<file path="src/rtl/ser_pkg.sv">
package ser_pkg;
  localparam int unsigned BYTE_W   = 8;
  localparam int unsigned SLOT_PER = BYTE_W + 1;

  typedef enum logic {
    MODE_HALF = 1'b0,
    MODE_FULL = 1'b1
  } mode_e;
endpackage

</file>
<file path="src/rtl/ser_slot_ctr.sv">
module ser_slot_ctr #(
  parameter int unsigned NBYTES = 4,
  localparam int unsigned BI_W  = (NBYTES > 1) ? $clog2(NBYTES) : 1,
  localparam int unsigned SL_W  = $clog2(ser_pkg::SLOT_PER)
) (
  input  logic            clk_i,
  input  logic            rst_ni,
  input  logic            start_i,
  input  logic            run_i,
  input  logic [BI_W-1:0] last_byte_i,
  output logic            sync_slot_o,
  output logic            last_slot_o
);
  localparam logic [SL_W-1:0] SLOT_LAST = SL_W'(ser_pkg::SLOT_PER - 1);

  logic [SL_W-1:0] slot_q;
  logic [BI_W-1:0] byte_q;

  always_ff @(posedge clk_i or negedge rst_ni) begin
    if (!rst_ni) begin
      slot_q <= '0;
      byte_q <= '0;
    end else if (start_i) begin
      slot_q <= '0;
      byte_q <= '0;
    end else if (run_i) begin
      if (slot_q == SLOT_LAST) begin
        slot_q <= '0;
        byte_q <= byte_q + 1'b1;
      end else begin
        slot_q <= slot_q + 1'b1;
      end
    end
  end

  assign sync_slot_o = (slot_q == '0);
  assign last_slot_o = run_i && (slot_q == SLOT_LAST) && (byte_q == last_byte_i);

  AST_SLOT_RANGE: assert property (@(posedge clk_i) disable iff (!rst_ni)
    slot_q <= SLOT_LAST);
  AST_SLOT_ADVANCE: assert property (@(posedge clk_i) disable iff (!rst_ni)
    (run_i && !start_i && slot_q == SLOT_LAST) |=> (slot_q == '0));
endmodule

</file>
<file path="src/rtl/ser_shift_reg.sv">
module ser_shift_reg #(
  parameter int unsigned WORD_W = 32
) (
  input  logic              clk_i,
  input  logic              rst_ni,
  input  logic              load_i,
  input  logic [WORD_W-1:0] load_data_i,
  input  logic              shift_i,
  output logic              msb_o
);
  logic [WORD_W-1:0] sreg_q;

  always_ff @(posedge clk_i or negedge rst_ni) begin
    if (!rst_ni)      sreg_q <= '0;
    else if (load_i)  sreg_q <= load_data_i;
    else if (shift_i) sreg_q <= {sreg_q[WORD_W-2:0], 1'b0};
  end

  assign msb_o = sreg_q[WORD_W-1];

  AST_SHIFT_MOVES: assert property (@(posedge clk_i) disable iff (!rst_ni)
    (shift_i && !load_i) |=> (msb_o == $past(sreg_q[WORD_W-2])));
endmodule

</file>
<file path="src/rtl/sync_serializer.sv">
module sync_serializer #(
  parameter int unsigned WORD_W = 32,
  localparam int unsigned HALF_W = WORD_W / 2,
  localparam int unsigned NBYTES = WORD_W / ser_pkg::BYTE_W,
  localparam int unsigned BI_W   = (NBYTES > 1) ? $clog2(NBYTES) : 1,
  localparam int unsigned RUN_W  = $clog2(NBYTES * ser_pkg::SLOT_PER + 1)
) (
  input  logic              clk_i,
  input  logic              rst_ni,
  input  logic              load_valid_i,
  input  logic [WORD_W-1:0] load_data_i,
  input  logic              mode_wide_i,
  output logic              load_ready_o,
  output logic              ser_data_o,
  output logic              ser_oe_o,
  output logic              done_o
);
  import ser_pkg::*;

  localparam logic [BI_W-1:0]  LAST_FULL = BI_W'(NBYTES - 1);
  localparam logic [BI_W-1:0]  LAST_HALF = BI_W'(NBYTES / 2 - 1);
  localparam logic [RUN_W-1:0] RUN_FULL  = RUN_W'(NBYTES * SLOT_PER);
  localparam logic [RUN_W-1:0] RUN_HALF  = RUN_W'(NBYTES / 2 * SLOT_PER);

  logic              busy_q, done_q;
  mode_e             mode_q;
  logic              accept, sync_slot, last_slot, msb;
  logic [WORD_W-1:0] aligned;
  logic [BI_W-1:0]   last_byte;

  assign accept = load_valid_i && !busy_q;

  // half words are left-aligned so both modes leave from the MSB
  assign aligned = mode_wide_i ? load_data_i
                               : {load_data_i[HALF_W-1:0], {HALF_W{1'b0}}};
  assign last_byte = (mode_q == MODE_FULL) ? LAST_FULL : LAST_HALF;

  always_ff @(posedge clk_i or negedge rst_ni) begin
    if (!rst_ni) begin
      busy_q <= 1'b0;
      done_q <= 1'b0;
      mode_q <= MODE_HALF;
    end else begin
      done_q <= busy_q && last_slot;
      if (accept) begin
        busy_q <= 1'b1;
        mode_q <= mode_e'(mode_wide_i);
      end else if (last_slot) begin
        busy_q <= 1'b0;
      end
    end
  end

  ser_slot_ctr #(.NBYTES(NBYTES)) i_slot_ctr (
    .clk_i       (clk_i),
    .rst_ni      (rst_ni),
    .start_i     (accept),
    .run_i       (busy_q),
    .last_byte_i (last_byte),
    .sync_slot_o (sync_slot),
    .last_slot_o (last_slot)
  );

  ser_shift_reg #(.WORD_W(WORD_W)) i_shift_reg (
    .clk_i       (clk_i),
    .rst_ni      (rst_ni),
    .load_i      (accept),
    .load_data_i (aligned),
    .shift_i     (busy_q && !sync_slot),
    .msb_o       (msb)
  );

  assign load_ready_o = !busy_q;
  assign ser_oe_o     = busy_q;
  assign ser_data_o   = busy_q && (sync_slot || msb);
  assign done_o       = done_q;

  // frame length tracker for checking only
  logic [RUN_W-1:0] run_q;
  always_ff @(posedge clk_i or negedge rst_ni) begin
    if (!rst_ni)     run_q <= '0;
    else if (accept) run_q <= '0;
    else if (busy_q) run_q <= run_q + 1'b1;
  end

  AST_FIRST_SLOT_SYNC: assert property (@(posedge clk_i) disable iff (!rst_ni)
    $rose(ser_oe_o) |-> ser_data_o);
  AST_DONE_AT_OE_FALL: assert property (@(posedge clk_i) disable iff (!rst_ni)
    $fell(ser_oe_o) |-> done_o);
  AST_DONE_PULSE: assert property (@(posedge clk_i) disable iff (!rst_ni)
    done_o |=> !done_o);
  AST_NO_LOAD_BUSY: assert property (@(posedge clk_i) disable iff (!rst_ni)
    ser_oe_o |-> !load_ready_o);
  AST_QUIET_IDLE: assert property (@(posedge clk_i) disable iff (!rst_ni)
    !ser_oe_o |-> !ser_data_o);
  AST_FRAME_LEN: assert property (@(posedge clk_i) disable iff (!rst_ni)
    $fell(ser_oe_o) |-> (run_q == ((mode_q == MODE_FULL) ? RUN_FULL : RUN_HALF)));
  AST_MODE_HELD: assert property (@(posedge clk_i) disable iff (!rst_ni)
    (ser_oe_o && !$rose(ser_oe_o)) |-> $stable(mode_q));
endmodule

</file>
<file path="config.mk">
export PLATFORM = sky130hd
export DESIGN_NAME = sync_serializer
export DESIGN_NICKNAME = d
export VERILOG_FILES = /design/src/rtl/ser_pkg.sv /design/src/rtl/ser_slot_ctr.sv /design/src/rtl/ser_shift_reg.sv /design/src/rtl/sync_serializer.sv
export SDC_FILE = /design/constraint.sdc
export NUM_CORES = 1
export LEC_CHECK = 0
export ABC_AREA = 1
export CAP_MARGIN = 20
export CELL_PAD_IN_SITES_DETAIL_PLACEMENT = 2
export CELL_PAD_IN_SITES_GLOBAL_PLACEMENT = 2
export CORE_ASPECT_RATIO = 1.25
export CORE_MARGIN = 10
export CORE_UTILIZATION = 38
export CTS_CLUSTER_DIAMETER = 80
export DETAILED_ROUTE_END_ITERATION = 16
export DONT_BUFFER_PORTS = 1
export PLACE_DENSITY = 0.95
export SLEW_MARGIN = 20
export SYNTH_ARGS = -nofsm -noshare
export SYNTH_HDL_FRONTEND = slang
export SYNTH_HIERARCHICAL = 1
export SYNTH_SLANG_ARGS = --single-unit
</file>
<file path="constraint.sdc">
create_clock -name clk_i -period 3.75 [get_ports clk_i]
set_input_delay 0.1875 -clock clk_i [delete_from_list [all_inputs] [get_ports clk_i]]
set_output_delay 0.1875 -clock clk_i [all_outputs]
set_load 0.01 [all_outputs]
</file>
## Yosys cells after proc, flatten, opt, wreduce, memory -nomap -nowiden

Cells that the tools add are included.

| storage, ports and cells | value |
|---|---|
| bits in registers | 41 |
| bits of input ports | 36 |
| logic and storage cells | 37 |

| cells by class | value |
|---|---|
| $add $sub $neg | 2 |
| equal/unequal tests | 2 |
| mux-type cells | 12 |
| reduce and logical (&&, ||, !) cells | 15 |

Operators with widths:

| kind | count |
|---|---|
| $mux 32 | 3 |
| $mux 4 | 3 |
| $mux 2 | 4 |
| $reduce_bool 2->1 | 4 |
| $logic_and 1x1->1 | 6 |
| $add 4x1->4 const B | 1 |
| $eq 4x4->1 const B | 1 |
| $logic_not 4->1 | 1 |
| $add 2x1->2 const B | 1 |
| $eq 2x2->1 | 1 |
| $logic_not 1->1 | 2 |
| $mux 1 | 2 |
| $reduce_and 2->1 | 1 |
| $logic_or 1x1->1 | 1 |

## Longest topological paths before layout

Gate-level depths: netlist of the first run.

| depth | value |
|---|---|
| depth in word-level cells | 5 |
| gate-level depth with buffers | 9 |
| depth with buffers taken out | 8 |

## By module

The synthesis of the first run kept the hierarchy.

By module, submodules not included:

| module | instances | cells an instance | area an instance (um^2) |
|---|---|---|---|
| ser_shift_reg | 1 | 174 | 1,478.9 |
| sync_serializer | 1 | 101 | 478.0 |
| ser_slot_ctr | 1 | 53 | 391.6 |

## Worst setup path after synthesis of the first run

Ideal clock, no wire load.

| path | value |
|---|---|
| kind | register to register |
| start point | reg i_slot_ctr.slot_q[0] |
| end point | reg i_shift_reg.sreg_q[30] |
| data arrival time | 1,492 ps |
| data required time | 3,626 ps |
| path slack | 2,133 ps |
| stages on the path, launching flop included | 10 |
| path buffers | 1 |
| cell sequence | dfrtp_1 -> inv_1 -> ha_1 -> nand2_1 -> nor2_1 -> nor2_1 -> nor2_4 -> buf_6 -> nand2_1 -> nand3_1 |

| between the ends | value |
|---|---|
| longest elaborated chain between the ends | 4 |

RTL lines:

| what | RTL line | source |
|---|---|---|
| start: declaration | ser_slot_ctr.sv:16 | `logic [SL_W-1:0] slot_q;` |
| start signal: assignment | ser_slot_ctr.sv:31 | `slot_q <= slot_q + 1'b1;` |
| $logic_not 4->1 | ser_slot_ctr.sv:36 | `assign sync_slot_o = (slot_q == '0);` |
| net sync_slot | sync_serializer.sv:27 | `logic accept, sync_slot, last_slot, msb;` |
| $logic_not 1->1 | sync_serializer.sv:69 | `.shift_i (busy_q && !sync_slot),` |
| $logic_and 1x1->1 | sync_serializer.sv:69 |  |
| $reduce_bool 2->1 (no source line) | -- |  |
| end signal: assignment | ser_shift_reg.sv:15 | `else if (load_i) sreg_q <= load_data_i;` |
| end signal: assignment | ser_shift_reg.sv:16 | `else if (shift_i) sreg_q <= {sreg_q[WORD_W-2:0], 1'b0};` |
| end: declaration | ser_shift_reg.sv:11 | `logic [WORD_W-1:0] sreg_q;` |

The timed path passes the listed nets, and every way through them passes these cells.
A chain may end at the register's enable or synchronous reset.

## Worst setup path after layout of the first run

| path | value |
|---|---|
| start point | reg busy_q (netlist: ser_oe_o) |
| end point | reg i_shift_reg.sreg_q[24] |

| between the ends | value |
|---|---|
| longest elaborated chain between the ends | 3 |
| elaborated cells between the ends (all ways) | 5 |
| those cells by class | mux (1); reduce/logical (4) |

RTL lines:

| what | RTL line | source |
|---|---|---|
| start: declaration | sync_serializer.sv:25 | `logic busy_q, done_q;` |
| start signal: assignment | sync_serializer.sv:40 | `busy_q <= 1'b0;` |
| start signal: assignment | sync_serializer.sv:46 | `busy_q <= 1'b1;` |
| start signal: assignment | sync_serializer.sv:49 | `busy_q <= 1'b0;` |
| $logic_not 1->1 (*) | -- |  |
| net load_ready_o | sync_serializer.sv:13 | `output logic load_ready_o,` |
| $logic_and 1x1->1 (*) | sync_serializer.sv:31 | `assign accept = load_valid_i && !busy_q;` |
| net accept | sync_serializer.sv:27 |  |
| $mux 32 / $reduce_bool 2->1 (equally long branches) | -- |  |

Mark *: on every way through the listed nets, which the timed path passes. The rest lies on a longest branch.

==> results.py, run 1 <==
metrics = {
    "layout": {
        "design_area_mm2": 0.002445,
        "multi_input_area_mm2": 0.001023,
        "regArea_mm2": 0.001026,
        "antenna_cells": 0,
        "final_layout_size_suffix_gt1_share_pct": 5.607,
        "fillers": 732,
        "fin_cells": 403,
        "fin_nets": 359,
        "area_delta_synth_final_pct": 4.102,
    },
    "grt": {
        "antenna_found_initial": 0,
        "grt_pass1_wl_mm": 11.99,
        "grt_pass1_vias": 2374,
        "grt_usage_pct": 15.11,
        "grt_overflow": 0,
        "grt_max_degree": 50,
    },
    "sta": {
        "slew_headroom_pct": 41.46,
        "max_freq_mhz": 389.4,
        "worst_pin_slew_ns": 0.8772,
        "period_needed_ns": 2.568,
        "whs_ns": 0.02726,
        "finalHoldViolCount": 0,
        "skew_ns": 0.007695,
        "setup_violations": 0,
        "slew_violations": 0,
        "tns_ns": 0,
        "timing.final.crit_share_pct": 68.48,
        "rsz0062_at_grt": "false",
    },
    "die": {
        "fp.dieH_um": 107.9,
        "fp.dieW_um": 90.32,
        "die_area_mm2": 0.009745,
        "placementRows": 31,
        "coreArea_mm2": 0.005896,
        "start_util_pct": 39.83,
        "io-pin-count": 40,
    },
    "placement": {
        "port_buffers": 0,
        "dpl_cell_area_mm2": 0.002328,
        "place_inst": 394,
        "dp_hpwl_mm": 5.183,
        "gp_congestion": 0.7920,
    },
    "setup_path": {
        "reg2reg_depth": 7,
        "cp.arrival_ns": 2.79,
        "crit_start": "ser_oe_o",
        "cp_num_cells": 7,
        "r2r_slack_ns": 1.18,
        "path_delay_family": "simple AND/OR/NAND/NOR gates",
        "r2r_start": "ser_oe_o",
        "startpoint_type": "flip-flop",
        "crit_slowest_cell": "nor2_4",
        "crit_type": "flip-flop to flip-flop",
        "endpoint": "i_shift_reg/sreg_q[24]",
        "crit_fanout": 32,
        "cp-end-kind": "flip-flop",
        "r2r-end": "i_shift_reg/sreg_q[24]",
        "worstPathRequired_ns": 3.98,
        "timing.critical_path.buf_inv": 3,
        "crit_chain": "inv_1 > nand2_1 > inv_1 > buf_4 > nor2_4 > nand2_1 > nand3_1",
        "slowest_delay_ns": 0.61,
    },
    "run": {
        "maxCapViolCount": 0,
    },
    "routing": {
        "drtIter0Drc": 129,
        "finalWirelength_mm": 7.283,
        "met3_length_um": 315,
        "dr_total_vias": 2143,
        "drc": 0,
        "vias_per_cell": 5.318,
        "highest_layer": "met4",
        "met1Wirelength_mm": 2.913,
        "drtAntennaViolNets": 0,
        "drtPass1Iterations": 4,
        "met2_length_mm": 3.975,
        "wl_per_cell_um": 18.07,
    },
    "pwr": {
        "total_power_mw": 1.662,
        "peakVddDrop_mv": 0.1894,
        "p_leak_nw": 1.353,
        "powerDensity_mw_per_mm2": 679.7,
    },
    "clock_network": {
        "clockRootBuffer": "clkbuf_8",
        "numCtsBuffers": 5,
        "htreeDepth": 2,
        "postCtsSetupBuffers": 0,
        "insertion_delay_ns": 0.30,
        "cts_tree": "yes",
        "cts_buffer_depth": 2,
        "cts.clk_slew.worst_paths_ns": 0.08,
        "cts_sinks": 41,
    },
    "synthesis": {
        "synthSimpleGateAreaFrac_pct": 36.81,
        "synth-adder-area-share_pct": 1.066,
        "netlist_area_mm2": 0.002349,
        "synth.area.top_cells": "dfrtp_1 (44%), nand2_1 (18%), nand3_1 (15%), inv_1 (6.6%), o21ai_0 (4.0%)",
        "synth_top_family_by_area": "simple AND/OR/NAND/NOR gates",
        "ys_types": 19,
        "ys_seq_area_share_pct": 43.69,
        "synth_top_area_share_pct": 43.69,
        "syn-num-nets": 366,
        "yosysWarningCount": 6,
        "synth_xor_area_share_pct": 0.7459,
        "synth_compound_area_share_pct": 4.688,
        "synth_seq_cells": 41,
        "syn_avg_cell_area_um2": 7.160,
        "muxShareOfSynthArea_pct": 0,
        "synth_cells": 328,
        "yosysTopAreaCell": "dfrtp_1",
    },
    "outcome": {
        "outcome": "finished, final reports clean",
    },
    "worst_hold_path": {
        "hold_path_class": "input port to flip-flop",
    },
}
## Yosys cell counts (all sizes together)
cell / instances
nand3: 70
inv: 43
nor2: 11
nand2: 115
conb: 1
buf: 18
o21ai: 19
nand4: 3
dfrtp: 41
ha: 2
xor2: 1
a21oi: 3
xnor2: 1
## metrics by stage
stage,util [%],worst slack [ns]
after detailed placement,39.49,1.294
after floorplan,-,2.133
after CTS,41.47,1.196
after global placement,39.49,1.441
final,41.47,1.182
after global routing,41.47,0.9269
## registers in the layout (all words and copies together), names as in the netlist
signal,flops
done_o,1
i_shift_reg/sreg_q,32
i_slot_ctr/byte_q,2
i_slot_ctr/slot_q,4
mode_q,1
ser_oe_o,1
## area by class of cell
class	instances	area share (%)
repair buffers	4	1.842
well taps	82	4.197
inverters	43	6.602
multi-input cells	226	41.86
flip-flops and latches	41	41.97
clock buffers	7	3.531
## power by group
part           total (mW)  switching [mW]  internal [mW]
Combinational       0.609           0.408          0.201
Sequential          0.750           0.142          0.608
Clock               0.303           0.157          0.146
Total                1.66           0.706          0.956
## how the worst min path moves through the flow
stage,start,to,depth (start not counted)
2_1_floorplan,rst_ni,done_o,0
3_3_place_gp,rst_ni,i_slot_ctr/byte_q[1],0
3_5_place_dp,rst_ni,done_o,0
4_1_cts,load_valid_i,mode_q,2
5_1_grt,load_valid_i,mode_q,2
6_report,load_valid_i,mode_q,2
## cell usage in the layout, fill, tap and decap left out, drive strengths merged
cell type / synthesis / routed
xnor2: 1 / 1
nor2: 11 / 11
conb: 1 / 1
inv: 43 / 43
dlygate4sd3: 0 / 1
clkbuf: 0 / 7
a21oi: 3 / 3
dfrtp: 41 / 41
nand4: 3 / 3
o21ai: 19 / 19
ha: 2 / 2
xor2: 1 / 1
nand3: 70 / 70
buf: 18 / 3
nand2: 115 / 115
## cells by family (layout without fill, tap and decap cells)
kind of cell               Yosys count  after routing
adders and majority gates            2              2
xor gates and xnor gates             2              2
and+or+nand+nor                    199            199
AOI/OAI and AO/OA                   22             22
other                                1              1
buffers and inverters               61             54
DFF                                 41             41
## per-layer routing
| layer | global-route usage [%] | up-vias |
|---|---|---|
| met5 | 0 | - |
| met4 | 4.556 | 0 |
| li1 | - | 1009 |
| met2 | 28.01 | 49 |
| met3 | 3.838 | 7 |
| met1 | 16.56 | 1078 |
## timing repair
item,4_1_cts,5_1_grt
hold buffers,2,0
resized for setup,0,0
endpoints found under the hold margin,41,0
No activity file was read; power rests on OpenSTA's default activity.
==> run 2, diff against run 1 <==
- CORE_UTILIZATION: 38 -> 35
- PLACE_DENSITY: 0.95 -> 0.9
- clock period: 3.75 -> 2.4 ns (I/O delays scaled with it)
==> run 2 against run 1 <==
Hold slack gained 0.0042 ns. Sequential share of layout area shrank 0.97 points. First-iteration DRC count shrank 38%. Combinational power grew 64%. Sequential power grew 56%. Critical path depth shrank 1. Fmax grew 31%. Global-route usage shrank 1.0 points. Utilization shrank 3.4 points. Count of clock-buffer cells in the layout shrank 1. Total power grew 58%. Clock power grew 50%.
==> results.py, run 2 (synthesis gave the netlist of run 1 again) <==
metrics = {
    "sta": {
        "finalHoldViolCount": 0,
        "timing.final.crit_share_pct": 81.85,
        "period_needed_ns": 1.964,
        "tns_ns": 0,
        "slew_headroom_pct": 64.41,
        "worst_pin_slew_ns": 0.5333,
        "slew_violations": 0,
        "setup_violations": 0,
        "rsz0062_at_grt": "false",
        "skew_ns": 0.004196,
        "max_freq_mhz": 509.1,
    },
    "setup_path": {
        "startpoint_type": "flip-flop",
        "crit_type": "flip-flop to flip-flop",
        "cp-end-kind": "flip-flop",
        "r2r_slack_ns": 0.44,
        "worstPathRequired_ns": 2.58,
        "cp.arrival_ns": 2.14,
        "crit_fanout": 31,
    },
    "grt": {
        "grt_pass1_vias": 2351,
        "grt_util_met3_pct": 2.823,
        "grt_busiest_layer": "met2",
        "grt_overflow": 0,
        "antenna_found_initial": 0,
        "grt_use_met1_pct": 15.38,
        "met2_usage_pct": 25.86,
        "grt_usage_pct": 14.08,
        "grt_max_degree": 50,
        "grt_pass1_wl_mm": 11.90,
    },
    "pwr": {
        "pwr-share-comb_pct": 38.1,
        "peakVddDrop_mv": 0.3885,
        "clkPwrFrac_pct": 17.4,
        "p_int_mw": 1.510,
        "total_power_mw": 2.620,
        "seq_power_share_pct": 44.5,
        "switchingPower_mw": 1.110,
        "p_leak_nw": 1.376,
        "powerDensity_mw_per_mm2": 1047,
        "p_sw_share_pct": 42.38,
    },
    "routing": {
        "finalWirelength_mm": 7.119,
        "vias_per_cell": 5.107,
        "drtPass1Iterations": 4,
        "drc": 0,
        "drtIter0Drc": 80,
        "dr_total_vias": 2109,
        "drtAntennaViolNets": 0,
        "wl_per_cell_um": 17.24,
    },
    "layout": {
        "reg_top3": "i_shift_reg/sreg_q x32, i_slot_ctr/slot_q x4, i_slot_ctr/byte_q x2",
        "largest_register_ffs": 32,
        "fillers": 779,
        "final_common_cell": "nand2_1",
        "largest_register": "i_shift_reg/sreg_q",
        "antenna_cells": 0,
        "fin_cells": 413,
        "design_area_mm2": 0.002502,
        "final_cell_mix": "nand2_1 (112), nand3_1 (69), inv_1 (41), dfrtp_1 (41), o21ai_0 (19)",
        "fin_nets": 363,
        "final_layout_size_suffix_gt1_share_pct": 6.442,
        "area_delta_synth_final_pct": 6.553,
    },
    "placement": {
        "port_buffers": 0,
        "place_inst": 401,
        "gp_congestion": 0.7587,
        "dpl_cell_area_mm2": 0.002362,
        "dp_hpwl_mm": 5.048,
    },
    "clock_network": {
        "numCtsBuffers": 5,
        "insertion_delay_ns": 0.30,
        "cts_buffer_depth": 2,
        "postCtsSetupBuffers": 0,
        "cts_tree": "yes",
        "clockRootBuffer": "clkbuf_8",
        "cts_sinks": 41,
        "cts.clk_slew.worst_paths_ns": 0.08,
        "htreeDepth": 2,
    },
    "die": {
        "placementRows": 33,
        "start_util_pct": 35.77,
        "fp.dieH_um": 111.6,
        "coreArea_mm2": 0.006565,
        "fp.dieW_um": 93.27,
        "io-pin-count": 40,
        "die_area_mm2": 0.01041,
    },
    "run": {
        "maxCapViolCount": 0,
    },
    "worst_hold_path": {
        "hold_path_class": "input port to flip-flop",
    },
    "outcome": {
        "outcome": "finished, final reports clean",
    },
}
-- run 2: layer usage --
metal | vias to the layer above | share of wire [%]
li1 | 1017 | -
met1 | 1061 | 40
met2 | 25 | 55
met3 | 6 | 3.4
met4 | 0 | 1.3
met5 | - | 0
-- run 2: path summary, 6_finish.rpt --
kind | start | end | cells past startpoint
min in group asynchronous | rst_ni | i_slot_ctr/slot_q[3] | 2
max in group asynchronous | rst_ni | i_shift_reg/sreg_q[10] | 2
setup reg to reg | ser_oe_o | i_shift_reg/sreg_q[7] | 6
hold reg to reg | i_shift_reg/sreg_q[21] | i_shift_reg/sreg_q[21] | 2
hold / removal | load_valid_i | ser_oe_o | 2
setup / recovery | ser_oe_o | i_shift_reg/sreg_q[7] | 6
-- run 2: final cells by class --
class                   count  area, um^2  share of cell area (%)
inverters                  43       161.4                   6.450
repair buffers              8       100.1                   4.000
well taps                  87       108.9                   4.350
clock buffers               6       72.57                   2.900
multi-input cells         226        1023                   40.90
clock inverters             2       10.01                  0.4000
flip-flops and latches     41        1026                   41.00
-- run 2: critical path, cell delays in order (launching register included) --
cell and delay [ns]:
dfrtp_1 0.52, inv_1 0.14, nand2_1 0.10, inv_1 0.41, inv_2 0.38, nand3_1 0.19, nand3_1 0.10
-- run 2: power groups by stage --
stage	clock [mW]	combinational, mW	sequential [mW]
2_1_floorplan	0	0.830	1.10
3_3_place_gp	0	0.908	1.15
3_5_place_dp	0	0.980	1.17
4_1_cts	0.469	1.01	1.17
5_1_grt	0.497	1.15	1.20
6_report	0.455	0.998	1.17
-- run 2: what timing repair did --
action / CTS / global route
gates resized for setup: 0 / 0
hold buffers: 4 / 0
endpoints found under the hold margin: 42 / 0
-- run 2: metrics by stage --
| stage | utilization, % | hold slack (ns) | setup WS [ns] |
|---|---|---|---|
| final | 38.12 | 0.03142 | 0.4357 |
| after global routing | 38.12 | 0.05349 | 0.2442 |
| after CTS | 38.12 | 0.01277 | 0.4515 |
| after detailed placement | 35.98 | -0.1738 | 0.4571 |
| after global placement | 35.98 | -0.1738 | 0.5725 |
| after floorplan | - | -0.1756 | 0.7835 |
==> run 3, diff against run 2 <==
- CORE_UTILIZATION: 35 -> 32
- PLACE_DENSITY: 0.9 -> 0.87
- clock period: 2.4 -> 1.8 ns (I/O delays scaled with it)
==> run 3 against run 2 <==
Sequential share of layout area down 2.0 points. Via count about the same. First-iteration DRC count up 3.8%. Critical endpoint is now ser_data_o. Combinational power up 46%. Worst setup slack worse by 0.31 ns. Sequential power up 32%. Critical path depth unchanged. Highest routed layer unchanged. Largest cell class is now multi-input combinational cells. Hold slack worse by 0.026 ns. Final cell count up 1.9%. Die area up 7.5%.
==> results.py, run 3 (synthesis gave the netlist of run 1 again) <==
metrics = {
    "routing": {
        "drtIter0Drc": 83,
        "drtPass1Iterations": 4,
        "drtAntennaViolNets": 0,
        "met1Wirelength_mm": 2.708,
        "vias_per_cell": 5.005,
        "drc": 0,
        "highest_layer": "met4",
        "met2_length_mm": 4.031,
        "met3_length_um": 289,
        "wl_per_cell_um": 17.14,
        "finalWirelength_mm": 7.216,
        "dr_total_vias": 2107,
    },
    "setup_path": {
        "r2r_slack_ns": 0.16,
        "slowest_delay_ns": 0.44,
        "r2r-end": "i_shift_reg/sreg_q[6]",
        "crit_chain": "inv_1 > ha_2 > nand2_1 > nor2_4 > nor2_1 > nor2_2",
        "endpoint": "ser_data_o",
        "timing.critical_path.buf_inv": 1,
        "path_delay_family": "simple AND/OR/NAND/NOR gates",
        "crit_fanout": 4,
        "cp.arrival_ns": 1.59,
        "reg2reg_depth": 9,
        "worstPathRequired_ns": 1.71,
        "crit_type": "flip-flop to output port",
        "cp-end-kind": "output port",
        "startpoint_type": "flip-flop",
        "cp_num_cells": 6,
        "crit_slowest_cell": "dfrtp_1",
        "r2r_start": "i_slot_ctr/slot_q[1]",
        "crit_start": "i_slot_ctr/slot_q[1]",
    },
    "die": {
        "die_area_mm2": 0.01119,
        "io-pin-count": 40,
        "placementRows": 34,
        "fp.dieH_um": 115.8,
        "start_util_pct": 33.26,
        "fp.dieW_um": 96.63,
        "coreArea_mm2": 0.007062,
    },
    "sta": {
        "slew_violations": 0,
        "finalHoldViolCount": 0,
        "tns_ns": 0,
        "timing.final.crit_share_pct": 93.15,
        "setup_violations": 0,
        "worst_pin_slew_ns": 0.5275,
        "slew_headroom_pct": 64.78,
        "rsz0062_at_grt": "false",
        "period_needed_ns": 1.677,
        "max_freq_mhz": 596.4,
        "skew_ns": 0.007397,
    },
    "grt": {
        "grt_usage_pct": 13.31,
        "grt_pass1_wl_mm": 12.17,
        "grt_overflow": 0,
        "grt_max_degree": 50,
        "grt_pass1_vias": 2458,
        "antenna_found_initial": 0,
    },
    "clock_network": {
        "cts_sinks": 41,
        "cts_buffer_depth": 2,
        "cts.clk_slew.worst_paths_ns": 0.08,
        "cts_tree": "yes",
        "numCtsBuffers": 5,
        "clockRootBuffer": "clkbuf_8",
        "htreeDepth": 2,
        "insertion_delay_ns": 0.30,
    },
    "layout": {
        "final_cell_mix": "nand2_1 (112), nand3_1 (69), inv_1 (41), dfrtp_1 (41), o21ai_0 (19)",
        "area_delta_synth_final_pct": 11.99,
        "final_layout_size_suffix_gt1_share_pct": 8.459,
        "largest_register": "i_shift_reg/sreg_q",
        "largest_register_ffs": 32,
        "final_common_cell": "nand2_1",
        "reg_top3": "i_shift_reg/sreg_q x32, i_slot_ctr/slot_q x4, i_slot_ctr/byte_q x2",
        "fin_nets": 368,
        "fillers": 873,
        "antenna_cells": 0,
    },
    "worst_hold_path": {
        "hold_path_class": "input port to flip-flop",
        "holdPathStages": 4,
    },
    "run": {
        "maxCapViolCount": 0,
    },
    "placement": {
        "dp_hpwl_mm": 5.273,
        "port_buffers": 0,
        "gp_congestion": 0.8077,
    },
    "pwr": {
        "peakVddDrop_mv": 0.5174,
        "total_power_mw": 3.910,
        "p_leak_nw": 1.427,
        "powerDensity_mw_per_mm2": 1487,
    },
    "outcome": {
        "outcome": "finished, final reports clean",
    },
}
## run 3: cell types whose count changed in the layout (fill, tap and decap cells not counted), sizes merged
cell	before	now
buf	5	8
bufinv	0	2
clkbuf	6	5
clkinv	2	1
dlygate4sd3	3	5
## run 3: what timing repair did
action                     CTS  global route
resized for setup            0             5
hold endpoints to repair    44             0
setup endpoints to repair    0            22
hold buffers                 6             0
buffers inserted             0             0
## run 3: final cells by class
type	instances	area [um^2]	area share, %
Inverter	43	161.4	6.137
Sequential cell	41	1026	39.01
Clock inverter	3	65.06	2.474
Multi-Input combinational cell	226	1041	39.58
Clock buffer	5	68.82	2.617
Tap cell	90	112.6	4.282
Timing Repair Buffer	13	155.1	5.899
## run 3: worst min-delay path by stage
stage | from | end | slack (ns)
global placement | rst_ni | i_slot_ctr/byte_q[1] | -0.20
detailed placement | rst_ni | i_slot_ctr/byte_q[1] | -0.20
CTS | load_data_i[3] | i_shift_reg/sreg_q[3] | 0.002
global route | mode_wide_i | i_shift_reg/sreg_q[9] | 0.02
finish | load_data_i[3] | i_shift_reg/sreg_q[3] | 0.006
floorplan | rst_ni | done_o | -0.21
## run 3: worst min-delay path, delay by kind of cell
| kind | cells | cell delay [ns] |
|---|---|---|
| simple gates | 3 | 0.14 |
| buf+inv | 1 | 0.04 |
## run 3: per-stage QoR
| stage | hold slack, ns | setup WS [ns] | area (um^2) | instances | utilization, % |
|---|---|---|---|---|---|
| finish | 0.005542 | 0.1233 | 2630 | 421 | 37.24 |
| global route | 0.01731 | 0.01870 | 2630 | 421 | 37.24 |
| CTS | 0.002246 | 0.0007558 | 2613 | 421 | 37.00 |
| detailed placement | -0.2039 | 0.08843 | 2401 | 407 | 34.00 |
| global placement | -0.2038 | 0.2267 | 2401 | 407 | 34.00 |
| floorplan | -0.2056 | 0.1835 | 2349 | 328 | - |
## run 3: power breakdown
| group | switching, mW | internal (mW) |
|---|---|---|
| logic | 0.895 | 0.565 |
| registers | 0.280 | 1.27 |
| clock network | 0.352 | 0.551 |
## run 3: metal layers
metal | vias to the layer above | GRT usage [%]
li1 | 1027 | -
met1 | 1037 | 12.81
met2 | 32 | 25.80
met3 | 11 | 3.752
met4 | 0 | 6.010
met5 | - | 0
